**src/rtl/pacer_pkg.sv**
```systemverilog
package pacer_pkg;
  localparam int EVT_W       = 16;
  localparam int UNDERRUN_IX = 10;
  localparam int EXT_EVT_W   = UNDERRUN_IX;
  localparam int RSVD_LO     = UNDERRUN_IX + 1;
  localparam logic [EVT_W-1:0] EVT_VALID = EVT_W'((1 << RSVD_LO) - 1);
  typedef logic [EVT_W-1:0] evt_vec_t;
endpackage

```
**src/rtl/pacer_tick_mux.sv**
```systemverilog
module pacer_tick_mux #(
  parameter int NUM_SRC = 4,
  localparam int SEL_W = (NUM_SRC > 1) ? $clog2(NUM_SRC) : 1
) (
  input  logic [NUM_SRC-1:0] src_i,
  input  logic [SEL_W-1:0]   sel_i,
  output logic               tick_o
);
  always_comb begin
    tick_o = 1'b0;
    for (int i = 0; i < NUM_SRC; i++) begin
      if (sel_i == SEL_W'(i)) tick_o = src_i[i];
    end
  end
endmodule

```
**src/rtl/pacer_rate_timer.sv**
```systemverilog
module pacer_rate_timer #(
  parameter int CNT_W = 16
) (
  input  logic             clk,
  input  logic             rst_n,
  input  logic             tick_i,
  input  logic             run_i,
  input  logic             ld_we_i,
  input  logic [CNT_W-1:0] ld_val_i,
  output logic             expire_o
);
  logic [CNT_W-1:0] reload_q, reload_d;
  logic [CNT_W-1:0] cnt_q, cnt_d;
  logic             step;

  assign step     = tick_i & run_i;
  assign expire_o = step & (cnt_q == '0);

  always_comb begin
    reload_d = reload_q;
    if (ld_we_i) reload_d = ld_val_i;
  end

  always_comb begin
    cnt_d = cnt_q;
    if (step) begin
      if (cnt_q == '0) cnt_d = reload_q;
      else             cnt_d = cnt_q - 1'b1;
    end
  end

  always_ff @(posedge clk or negedge rst_n) begin
    if (!rst_n) begin
      reload_q <= '0;
      cnt_q    <= '0;
    end else begin
      if (ld_we_i) reload_q <= reload_d;
      if (step)    cnt_q    <= cnt_d;
    end
  end
endmodule

```
**src/rtl/pacer_send_arb.sv**
```systemverilog
module pacer_send_arb #(
  parameter int N = 4,
  localparam int IDX_W = (N > 1) ? $clog2(N) : 1
) (
  input  logic             clk,
  input  logic             rst_n,
  input  logic [N-1:0]     set_i,
  output logic             req_o,
  output logic [IDX_W-1:0] idx_o
);
  logic [N-1:0] pend_q, pend_d;
  logic [N-1:0] grant;
  logic         upd;

  assign grant = pend_q & (~pend_q + 1'b1);
  assign req_o = |pend_q;
  assign upd   = req_o | (|set_i);

  always_comb begin
    idx_o = '0;
    for (int i = N - 1; i >= 0; i--) begin
      if (pend_q[i]) idx_o = IDX_W'(i);
    end
  end

  always_comb begin
    pend_d = (pend_q & ~grant) | set_i;
  end

  always_ff @(posedge clk or negedge rst_n) begin
    if (!rst_n) pend_q <= '0;
    else if (upd) pend_q <= pend_d;
  end
endmodule

```
**src/rtl/pacer_event_regs.sv**
```systemverilog
module pacer_event_regs
  import pacer_pkg::*;
(
  input  logic     clk,
  input  logic     rst_n,
  input  evt_vec_t set_i,
  input  logic     clr_we_i,
  input  evt_vec_t clr_data_i,
  input  logic     mask_we_i,
  input  evt_vec_t mask_data_i,
  output evt_vec_t evt_o,
  output evt_vec_t mask_o,
  output logic     irq_o
);
  evt_vec_t evt_q, evt_d;
  evt_vec_t mask_q, mask_d;
  evt_vec_t clr_vec;
  logic     evt_upd;

  assign clr_vec = clr_we_i ? clr_data_i : '0;
  assign evt_upd = clr_we_i | (|set_i);

  always_comb begin
    evt_d = ((evt_q & ~clr_vec) | set_i) & EVT_VALID;
  end

  always_comb begin
    mask_d = mask_q;
    if (mask_we_i) mask_d = mask_data_i;
  end

  always_ff @(posedge clk or negedge rst_n) begin
    if (!rst_n) begin
      evt_q  <= '0;
      mask_q <= '0;
    end else begin
      if (evt_upd)   evt_q  <= evt_d;
      if (mask_we_i) mask_q <= mask_d;
    end
  end

  assign evt_o  = evt_q;
  assign mask_o = mask_q;
  assign irq_o  = |(evt_q & mask_q);
endmodule

```
**src/rtl/tx_cell_pacer.sv**
```systemverilog
module tx_cell_pacer
  import pacer_pkg::*;
#(
  parameter int NUM_PHY = 4,
  parameter int NUM_BRG = 4,
  parameter int CNT_W   = 16,
  parameter int ADDR_W  = 5,
  localparam int SEL_W  = (NUM_BRG > 1) ? $clog2(NUM_BRG) : 1,
  localparam int PHY_W  = (NUM_PHY > 1) ? $clog2(NUM_PHY) : 1
) (
  input  logic                  clk,
  input  logic                  rst_n,
  input  logic                  pace_en,
  input  logic                  slave_mode,
  input  logic [ADDR_W-1:0]     slave_addr,
  input  logic [NUM_BRG-1:0]    brg_tick,
  input  logic [SEL_W-1:0]      tick_sel,
  input  logic [NUM_PHY-1:0]    fifo_has_cell,
  input  logic                  init_we,
  input  logic [PHY_W-1:0]      init_idx,
  input  logic [CNT_W-1:0]      init_wdata,
  input  logic                  evt_wr_en,
  input  logic [EVT_W-1:0]      evt_wr_data,
  input  logic                  mask_we,
  input  logic [EVT_W-1:0]      mask_wdata,
  input  logic [EXT_EVT_W-1:0]  ext_evt_set,
  output logic                  send_req,
  output logic [ADDR_W-1:0]     send_addr,
  output logic [EVT_W-1:0]      evt_q,
  output logic [EVT_W-1:0]      mask_q,
  output logic                  irq
);
  logic               tick_hit;
  logic [NUM_PHY-1:0] run_vec;
  logic [NUM_PHY-1:0] expire_vec;
  logic [NUM_PHY-1:0] send_set;
  logic               underrun_hit;
  logic [PHY_W-1:0]   send_idx;
  evt_vec_t           evt_set;

  pacer_tick_mux #(.NUM_SRC(NUM_BRG)) tick_mux_i (
    .src_i  (brg_tick),
    .sel_i  (tick_sel),
    .tick_o (tick_hit)
  );

  for (genvar g = 0; g < NUM_PHY; g++) begin : g_timer
    if (g == 0) begin : g_lead
      assign run_vec[g] = pace_en;
    end else begin : g_follow
      assign run_vec[g] = pace_en & ~slave_mode;
    end

    pacer_rate_timer #(.CNT_W(CNT_W)) timer_i (
      .clk      (clk),
      .rst_n    (rst_n),
      .tick_i   (tick_hit),
      .run_i    (run_vec[g]),
      .ld_we_i  (init_we && (init_idx == PHY_W'(g))),
      .ld_val_i (init_wdata),
      .expire_o (expire_vec[g])
    );
  end

  assign send_set     = expire_vec & fifo_has_cell;
  assign underrun_hit = |(expire_vec & ~fifo_has_cell);

  pacer_send_arb #(.N(NUM_PHY)) arb_i (
    .clk   (clk),
    .rst_n (rst_n),
    .set_i (send_set),
    .req_o (send_req),
    .idx_o (send_idx)
  );

  assign send_addr = slave_mode ? slave_addr : ADDR_W'(send_idx);

  always_comb begin
    evt_set = '0;
    evt_set[EXT_EVT_W-1:0] = ext_evt_set;
    evt_set[UNDERRUN_IX]   = underrun_hit;
  end

  pacer_event_regs event_i (
    .clk         (clk),
    .rst_n       (rst_n),
    .set_i       (evt_set),
    .clr_we_i    (evt_wr_en),
    .clr_data_i  (evt_wr_data),
    .mask_we_i   (mask_we),
    .mask_data_i (mask_wdata),
    .evt_o       (evt_q),
    .mask_o      (mask_q),
    .irq_o       (irq)
  );
endmodule

```
**config.mk**
```make
export PLATFORM = sky130hd
export DESIGN_NAME = tx_cell_pacer
export DESIGN_NICKNAME = d
export VERILOG_FILES = /design/src/rtl/pacer_pkg.sv /design/src/rtl/pacer_tick_mux.sv /design/src/rtl/pacer_rate_timer.sv /design/src/rtl/pacer_send_arb.sv /design/src/rtl/pacer_event_regs.sv /design/src/rtl/tx_cell_pacer.sv
export SDC_FILE = /design/constraint.sdc
export NUM_CORES = 1
export LEC_CHECK = 0
export BUFFER_PORTS_ARGS = -buffer_cell sky130_fd_sc_hd__buf_4
export CAP_MARGIN = 15
export CORE_UTILIZATION = 25
export CTS_CLUSTER_DIAMETER = 200
export DETAILED_ROUTE_END_ITERATION = 8
export GPL_ROUTABILITY_DRIVEN = 0
export PLACE_DENSITY = 0.51
export SLEW_MARGIN = 20
export SYNTH_ARGS = -nofsm -noshare
export SYNTH_HDL_FRONTEND = slang
export SYNTH_SLANG_ARGS = --single-unit
```
**constraint.sdc**
```tcl
create_clock -name clk -period 1.9 [get_ports clk]
set_input_delay 0.38 -clock clk [delete_from_list [all_inputs] [get_ports clk]]
set_output_delay 0.38 -clock clk [all_outputs]
set_load 0.01 [all_outputs]
```
After elaboration in Yosys (flattened, before gate mapping)
Index checks and enable logic that the tools add are counted.
{"block": "word_totals", "reg_bits": 159, "in_bits": 82, "out_inout_bits": 39, "word_cells": 73}
{"block": "op_classes", "addsub": 5, "n_eq_ne": 6, "muxes": 14, "bitwise": 22, "reduce_logical": 15}
{"cell": "16-bit logical NOT", "count": 4}
{"cell": "16-bit two-way mux", "count": 4}
{"cell": "16-bit by 1-bit subtractor with 16-bit output, second input constant", "count": 4}
{"cell": "11-bit by 16-bit AND with 16-bit output", "count": 1}
{"cell": "4-bit AND", "count": 4}
{"cell": "16-bit OR reduction", "count": 1}
{"cell": "14-bit OR reduction", "count": 1}
{"cell": "4-bit NOT", "count": 3}
{"cell": "4-bit OR reduction", "count": 3}
{"cell": "11-bit AND", "count": 1}
{"cell": "11-bit two-way mux", "count": 1}
{"cell": "11-bit NOT", "count": 1}
{"cell": "11-bit bitwise OR", "count": 1}
{"cell": "2-bit == test, second input constant", "count": 4}
{"cell": "2-bit two-way mux", "count": 4}
{"cell": "1-bit AND", "count": 7}
{"cell": "5-bit two-way mux", "count": 1}
{"cell": "4-bit by 1-bit adder with 4-bit output, second input constant", "count": 1}
{"cell": "2-bit by 1-bit == test with 1-bit output, second input constant", "count": 2}
{"cell": "1-bit logical AND", "count": 4}
{"cell": "2-bit logical NOT", "count": 2}
{"cell": "1-bit two-way mux", "count": 4}
{"cell": "4-bit bitwise OR", "count": 1}
{"cell": "1-bit bitwise OR", "count": 2}
{"cell": "1-bit NOT", "count": 1}

Longest topological paths before layout
Gate-level depths: netlist of run 1.
{"block": "logic_depth", "ltp_word": 10, "depth_mapped": 9, "depth_no_buf": 7}

Hierarchy
From an unflattened synthesis of run 1, not the netlist that was laid out.
{"block": "unflattened", "cells_unflattened": 742, "hier_area_um2": 8071.5}
{"mod": "pacer_rate_timer (g_timer[0].timer_i ...)", "n_inst": 3, "cells_each": 157, "area_per_inst_um2": 1646.6, "seq_area_each_um2": 800.8}
{"mod": "pacer_rate_timer (g_timer[3].timer_i)", "n_inst": 1, "cells_each": 150, "area_per_inst_um2": 1691.6, "seq_area_each_um2": 800.8}
{"mod": "pacer_event_regs", "n_inst": 1, "cells_each": 81, "area_per_inst_um2": 1107.3, "seq_area_each_um2": 675.6}
{"mod": "pacer_send_arb", "n_inst": 1, "cells_each": 18, "area_per_inst_um2": 166.4, "seq_area_each_um2": 100.1}
{"mod": "tx_cell_pacer", "n_inst": 1, "cells_each": 21, "area_per_inst_um2": 143.9, "seq_area_each_um2": 0.0}
{"mod": "pacer_tick_mux", "n_inst": 1, "cells_each": 1, "area_per_inst_um2": 22.5, "seq_area_each_um2": 0.0}

Least setup slack after synthesis of run 1
OpenSTA, ideal clock, no wires.
{"block": "synth_path", "path_kind": "register to register", "from": "register g_timer[0].timer_i.cnt_q[10]", "to": "register g_timer[0].timer_i.cnt_q[11]", "setup_ps": 136, "t_arrival_ps": 1909, "required_time_ps": 1764, "setup_slack_ps": -146, "stages_incl_launch_ff": 8, "path_buffers": 2, "synth_period_minus_slack_ps": 2046, "path_cell_list": "dfrtp_1 or3_4 or4_4 buf_6 or2_4 buf_6 o22ai_1 a2bb2oi_1"}
{"block": "synth_between", "elab_chain_cells": 2, "elab_cells_between_ends": 3, "cone_classes": "add/sub: 1; mux: 1; reduce/logical: 1"}
{"element": "start: declaration", "line_no": "pacer_rate_timer.sv:13", "text": "logic [CNT_W-1:0] cnt_q, cnt_d;"}
{"element": "start signal: assignment", "line_no": "pacer_rate_timer.sv:38", "text": "if (step) cnt_q <= cnt_d;"}
{"element": "16-bit by 1-bit subtractor with 16-bit output / 16-bit logical NOT (equally long branches)", "line_no": "pacer_rate_timer.sv:28, pacer_rate_timer.sv:27"}
{"element": "16-bit two-way mux *", "line_no": "pacer_rate_timer.sv:27", "text": "if (cnt_q == '0) cnt_d = reload_q;"}
Mark *: on every way between the ends. The rest lies on a longest branch, timed or not.
A chain may end at the register's enable or synchronous reset.

Worst setup path after layout of run 1
{"block": "layout_path", "from": "register g_timer[3].timer_i.cnt_q[0]", "to": "register g_timer[3].timer_i.cnt_q[9]"}
{"block": "layout_between", "elab_chain_cells": 2, "elab_cells_between_ends": 3, "cone_classes": "add/sub: 1; mux: 1; reduce/logical: 1"}
{"element": "start: declaration", "line_no": "pacer_rate_timer.sv:13"}
{"element": "start signal: assignment", "line_no": "pacer_rate_timer.sv:38"}
{"element": "16-bit by 1-bit subtractor with 16-bit output / 16-bit logical NOT (equally long branches)", "line_no": "pacer_rate_timer.sv:28, pacer_rate_timer.sv:27"}
{"element": "16-bit two-way mux *", "line_no": "pacer_rate_timer.sv:27"}
Marks and branches as above.

==> results of run 1 <==
[how the worst min path moves through the flow]
stage	to	slack, ps
final	event_i.evt_o[1]	120
after global routing	event_i.evt_o[1]	100
after CTS	event_i.evt_o[1]	100
after detailed placement	arb_i.pend_q[3]	330
after floorplan	arb_i.pend_q[0]	80
after global placement	arb_i.pend_q[3]	340
[Yosys cell counts (3+ instances only)]
| cell | number | area [sq um] |
|---|---|---|
| or4_1 | 5 | 37.5 |
| o211ai_1 | 7 | 52.6 |
| a21oi_1 | 26 | 130 |
| nand2_1 | 42 | 158 |
| buf_2 | 5 | 25.0 |
| clkbuf_1 | 20 | 75.1 |
| o41ai_1 | 5 | 43.8 |
| o21bai_1 | 3 | 22.5 |
| nor4_1 | 9 | 56.3 |
| ha_1 | 5 | 62.6 |
| o21ai_0 | 54 | 270 |
| nand2b_1 | 6 | 37.5 |
| buf_4 | 5 | 37.5 |
| and2_1 | 4 | 25.0 |
| a22oi_1 | 11 | 82.6 |
| nor3_1 | 28 | 140 |
| or2_2 | 4 | 25.0 |
| nor2_1 | 37 | 139 |
| mux2i_1 | 12 | 120 |
| nand3_1 | 13 | 65.1 |
| a21o_1 | 11 | 82.6 |
| inv_1 | 29 | 109 |
| mux2_2 | 86 | 968 |
| or3_1 | 9 | 56.3 |
| o2bb2ai_1 | 7 | 61.3 |
| nand3b_1 | 4 | 30.0 |
| o31ai_1 | 4 | 30.0 |
| dfrtp_1 | 159 | 3980 |
| o22ai_1 | 8 | 50.1 |
| nand4_1 | 7 | 43.8 |
| a2bb2oi_1 | 14 | 123 |
| nor3b_1 | 5 | 37.5 |
[through the flow]
| step | hold slack [ps] | cell area (sq um) | worst slack, ps | power [W] | instances |
|---|---|---|---|---|---|
| after CTS | 103 | 10400 | -72.5 | 0.0111 | 1306 |
| after floorplan | 84.4 | 7650 | -103 | 0.00622 | 693 |
| final | 116 | 10800 | -65.1 | 0.0114 | 1317 |
| after global routing | 101 | 10800 | -153 | 0.0121 | 1317 |
| after detailed placement | 335 | 9600 | -138 | 0.00763 | 1264 |
| after global placement | 338 | 9600 | -116 | 0.00758 | 1264 |
[where the power goes]
group | leakage, nW | internal, W | switching, W
clock | 0.275 | 0.00174 | 0.00157
combinational | 2.54 | 0.00179 | 0.00144
sequential | 1.90 | 0.00414 | 0.000691
[state kept, by name, indices dropped and copies added, names as in the netlist]
register / cells
g_timer.timer_i.cnt_q: 64
event_i.mask_o: 16
g_timer.timer_i.reload_q: 64
arb_i.pend_q: 4
event_i.evt_o: 11
[metal layers]
layer	up-vias	part of all wire, %	global-route usage (%)
met3	11	3.4	2.84
li1	2995	-	-
met2	100	48	22.3
met4	0	0.98	3.62
met5	-	0	0
met1	3111	47	19.4
[what timing repair did]
action / CTS / global route
gates resized for setup: 36 / 94
pin swaps: 11 / 31
endpoints found under the hold margin: 36 / 0
setup endpoints to repair: 48 / 67
hold buffers: 1 / 0
cloned: 2 / 0
setup buffers: 7 / 12
[placed cells by master (no fill, tap or decap), types with 5 or more instances in the layout]
cell type	count
buf_4	217
dfrtp_1	156
mux2_2	86
nand2_1	39
nor2_1	35
o21ai_0	34
inv_1	22
clkbuf_16	17
nor3_1	16
a21oi_1	16
o21ai_1	14
nand3_1	13
mux2i_1	12
buf_6	12
a21o_1	11
a21oi_2	9
or2_4	8
a22oi_1	8
or3_1	8
nor3_2	8
a2bb2oi_1	8
o21ai_2	8
inv_2	7
nand4_1	7
o211ai_1	7
nand2b_1	6
o22ai_1	6
a2bb2oi_2	6
or4_4	5
nor4_1	5
conb_1	5
inv_8	5
inv_6	5
[logic make-up (layout without fill, tap and decap cells)]
logic type / after synthesis / in the layout / synth area share, %
xor+xnor: 1 / 1 / 0.115
simple gates: 196 / 198 / 14.1
flops: 159 / 159 / 52.4
buf+inv: 62 / 294 / 3.59
mux: 99 / 99 / 14.6
compound gates: 166 / 166 / 14.2
fa+ha+maj: 5 / 5 / 0.824
other cells: 1 / 5 / 0.0494
[layout make-up]
cell class,count,area [sq um]
clock buffers,17,425
well taps,390,488
inverters,29,109
flip-flops and latches,159,3980
clock inverters,15,141
fillers,2936,18900
multi-input cells,474,3870
repair buffers,233,1830
==> flow_summary.yaml, run 1 <==
outcome:
  outcome: "finished with violations"
  failed_checks: "setup timing"
clock_tree:
  cts_buffer_depth: 2
  cts.sinks: 159
  insertion_delay_ps: 430
  cts_inserted_buffers: 17
  path_clk_slew_ps: 70
  cts_tree: "done"
  clockRootBuffer: "clkbuf_16"
  htreeDepth: 4
min_path:
  hold_depth: 2
  hp-start: "ext_evt_set[1]"
  hold_path_class: "input pin to flip-flop"
floorplanning:
  rows: 63
  initial_utilization_pct: 25.5
  die_area_sq_um: 31100
  io_pins: 121
  fp.dieH_um: 176
  die_x_um: 176
  core-area_sq_um: 29700
setup_path:
  cp_cell_sequence: "or4_4, or2_4, or4_1, o21ai_1, o21ai_1"
  cpMostUsedCell: "o21ai_1"
  crit_slowest_cell: "or4_4"
  r2r_start: "g_timer[3].timer_i.cnt_q[0]"
  path_depth: 5
  worst-path-buf-inv: 0
  cpLargestDelayFamily: "simple AND/OR/NAND/NOR gates"
  critPathMaxStageDelay_ps: 550
  path_class: "flip-flop to flip-flop"
  r2r_cells: 5
  cp_max_fo: 3
  cp.arrival_ps: 2270
  crit_required_ps: 2200
  endpoint: "g_timer[3].timer_i.cnt_q[9]"
  r2r_setup_slack_ps: -70
  startpoint: "g_timer[3].timer_i.cnt_q[0]"
  end_kind: "flip-flop"
  r2r-end: "g_timer[3].timer_i.cnt_q[9]"
  cp-start-kind: "flip-flop"
cells_and_area:
  final_core_util_pct: 36.5
  nNetsFinal: 1001
  area_growth_pct: 42.9
  n_antenna_cell: 0
  drive_gt1_share_pct: 48.9
drt:
  dr.pass1.iters: 4
  drt_wl_total_um: 21300
  vias: 6217
  antenna_left: 0
  drt_iter0_drc: 268
  post-route-drc-count: 0
  vias_per_cell: 4.72
  routedWlPerCell_um: 16.2
sta:
  fmax_mhz: 509
  fin_crit_ps: 1970
  rsz0062_at_grt: "true"
  fin_worst_skew_ps: 10.4
  period_share_pct: 103
  finalSetupTns_ps: -441
  finalHoldViolCount: 0
  worst_slack_ps: -65.1
  finalSetupViolCount: 15
  drv_slew: 0
synth:
  ys.flop_type: "dfrtp_1"
  synthArstFlopShare_pct: 100
  yosys_warnings: 0
  avgSynthCellArea_sq_um: 11.0
  synth.distinct_cells: 64
  yosysSeqAreaShare_pct: 52.4
  synth-edff-count: 0
  ys_ff_latch: 159
  synthesis.instances: 689
  syn_area_sq_um: 7590
global_route:
  antenna_found_initial: 0
  grt_max_degree: 49
  grt_pass1_vias: 6127
  grt_use_total_pct: 14.0
  grt-ovfl-total: 0
  grt_first_pass_wirelength_um: 33600
pwr:
  ir_worst_vdd_mv: 0.685
  p_leak_nw: 4.71
  powerDensity_nw_per_um2: 1050
run:
  maxCapViolCount: 0
placement:
  dp_hpwl_um: 15300
  port_buffers: 110
Power figures use the tool's default switching activity.
==> run 2: changes to the inputs <==
--- a/config.mk
+++ b/config.mk
@@ -11,7 +11,6 @@
 export CTS_CLUSTER_DIAMETER = 200
 export DETAILED_ROUTE_END_ITERATION = 8
 export GPL_ROUTABILITY_DRIVEN = 0
-export PLACE_DENSITY = 0.51
 export SLEW_MARGIN = 20
 export SYNTH_ARGS = -nofsm -noshare
 export SYNTH_HDL_FRONTEND = slang
==> run 2 against run 1 <==
The flow still finishes with violations (setup timing). Die area is the same. Setup slack improved by 6.1 ps. Register-to-register slack about the same. Total power is 1.8% higher. Sequential cell count did not move. Design area decreased by 1.2%. Sequential power about the same. Non-clock buffer count shrank 12. Clock-buffer cell count increased by 3. Utilization is 0.44 points lower. Hold slack better by 12 ps. First-iteration DRC count is 52% higher. Critical path type unchanged.
==> flow_summary.yaml, run 2 (synthesis gave the netlist of run 1 again) <==
setup_path:
  r2r_setup_slack_ps: -60
  cp_max_fo: 4
  crit_required_ps: 2210
  r2r_start: "g_timer[3].timer_i.cnt_q[1]"
  path_class: "flip-flop to flip-flop"
  cp.arrival_ps: 2270
  cp-start-kind: "flip-flop"
  r2r_cells: 5
  r2r-end: "g_timer[3].timer_i.cnt_q[9]"
  end_kind: "flip-flop"
drt:
  dr.pass1.iters: 4
  drt_wl_total_um: 20700
  post-route-drc-count: 0
  drt_iter0_drc: 408
  vias_per_cell: 4.75
  routedWlPerCell_um: 15.8
  antenna_left: 0
  vias: 6193
min_path:
  hold_path_class: "input pin to flip-flop"
  hold_depth: 2
  hp-start: "ext_evt_set[8]"
  holdPathEnd: "event_i.evt_o[8]"
placement:
  dp_hpwl_um: 14800
  dp_cells: 1252
  port_buffers: 110
  pre_cts_ws_ps: -276
  placed_area_sq_um: 9510
clock_tree:
  cts_buffer_depth: 2
  cts.sinks: 159
  cts_inserted_buffers: 17
  insertion_delay_ps: 420
  path_clk_slew_ps: 70
  htreeDepth: 4
  cts_tree: "done"
  clockRootBuffer: "clkbuf_16"
sta:
  fin_worst_skew_ps: 8.24
  rsz0062_at_grt: "true"
  worst_slack_ps: -59.0
  finalSetupViolCount: 11
  finalHoldViolCount: 0
  drv_slew: 0
  period_share_pct: 103
  fin_crit_ps: 1960
  fmax_mhz: 510
global_route:
  grt_first_pass_wirelength_um: 32500
  grt-ovfl-total: 0
  grt_pass1_vias: 6088
  antenna_found_initial: 0
  grt_max_degree: 55
  grt_use_total_pct: 13.3
pwr:
  powerDensity_nw_per_um2: 1080
  ir_worst_vdd_mv: 0.596
  p_leak_nw: 4.62
floorplanning:
  core-area_sq_um: 29700
  die_x_um: 176
  initial_utilization_pct: 25.5
  die_area_sq_um: 31100
  rows: 63
  fp.dieH_um: 176
  io_pins: 121
cells_and_area:
  design_area_sq_um: 10700
  mostFrequentLayoutCells: "208 x buf_4, 158 x dfrtp_1, 86 x mux2_2"
  final_common_cell: "buf_4"
  n_antenna_cell: 0
  nNetsFinal: 989
  n_fill_cell: 2891
  drive_gt1_share_pct: 46.9
  stdcell_count: 1305
  area_growth_pct: 41.2
outcome:
  failed_checks: "setup timing"
  outcome: "finished with violations"
run:
  maxCapViolCount: 0
run 2: cell type report:
type | count | area [sq um] | area share, %
tap | 390 | 488 | 4.55
sequential | 159 | 3980 | 37.1
clock inverter | 12 | 183 | 1.70
inverter | 29 | 109 | 1.02
timing repair buffer | 221 | 1730 | 16.1
clock buffer | 20 | 457 | 4.26
multi-input combinational | 474 | 3770 | 35.2
run 2: metal layers:
| layer | track usage, % | wire (um) | vias to the layer above |
|---|---|---|---|
| met3 | 3.04 | 1050 | 19 |
| met1 | 18.5 | 9920 | 3071 |
| met5 | 0 | 0 | - |
| met4 | 3.48 | 249 | 0 |
| met2 | 20.9 | 9430 | 138 |
| li1 | - | - | 2965 |
run 2: timing repair:
action                                  CTS  global route
gates cloned                              2             1
endpoints found under the hold margin    36             0
setup buffers                             6            12
resized for setup                        28            94
endpoints found under the setup margin   45            60
pin swaps                                 7            23
hold buffers                              1             0
run 2: worst max path at each step:
stage                                      start                     endpoint  slack, ps  cells past startpoint
CTS                  g_timer[3].timer_i.cnt_q[1]  g_timer[3].timer_i.cnt_q[9]        -60                      5
finish               g_timer[3].timer_i.cnt_q[1]  g_timer[3].timer_i.cnt_q[9]        -60                      5
floorplan           g_timer[0].timer_i.cnt_q[12]  g_timer[0].timer_i.cnt_q[0]       -100                      7
detailed placement  g_timer[0].timer_i.cnt_q[12]              arb_i.pend_q[0]       -280                      5
global route         g_timer[3].timer_i.cnt_q[1]  g_timer[3].timer_i.cnt_q[9]       -100                      5
global placement    g_timer[0].timer_i.cnt_q[12]              arb_i.pend_q[0]       -310                      5
run 2: critical path, stage by stage, from the launching register on:
cell and delay, ps:
dfrtp_1 400, or4_4 560, or2_4 270, or4_4 420
o21ai_2 120, o21ai_1 70
run 2: power by group:
part / internal [W] / switching (W)
Clock: 0.00228 / 0.00142
Sequential: 0.00413 / 0.000722
Combinational: 0.00164 / 0.00137
Total: 0.00806 / 0.00351
run 2: through the flow:
| step | TNS, ps | hold WS [ps] | utilization, % | power, W |
|---|---|---|---|---|
| 2_1_floorplan | -862 | 84.4 | - | 0.00622 |
| 3_3_place_gp | -2060 | 334 | 32.0 | 0.00745 |
| 3_5_place_dp | -3160 | 332 | 32.0 | 0.00753 |
| 4_1_cts | -254 | 113 | 34.7 | 0.0114 |
| 5_1_grt | -2330 | 114 | 36.1 | 0.0122 |
| 6_report | -278 | 128 | 36.1 | 0.0116 |
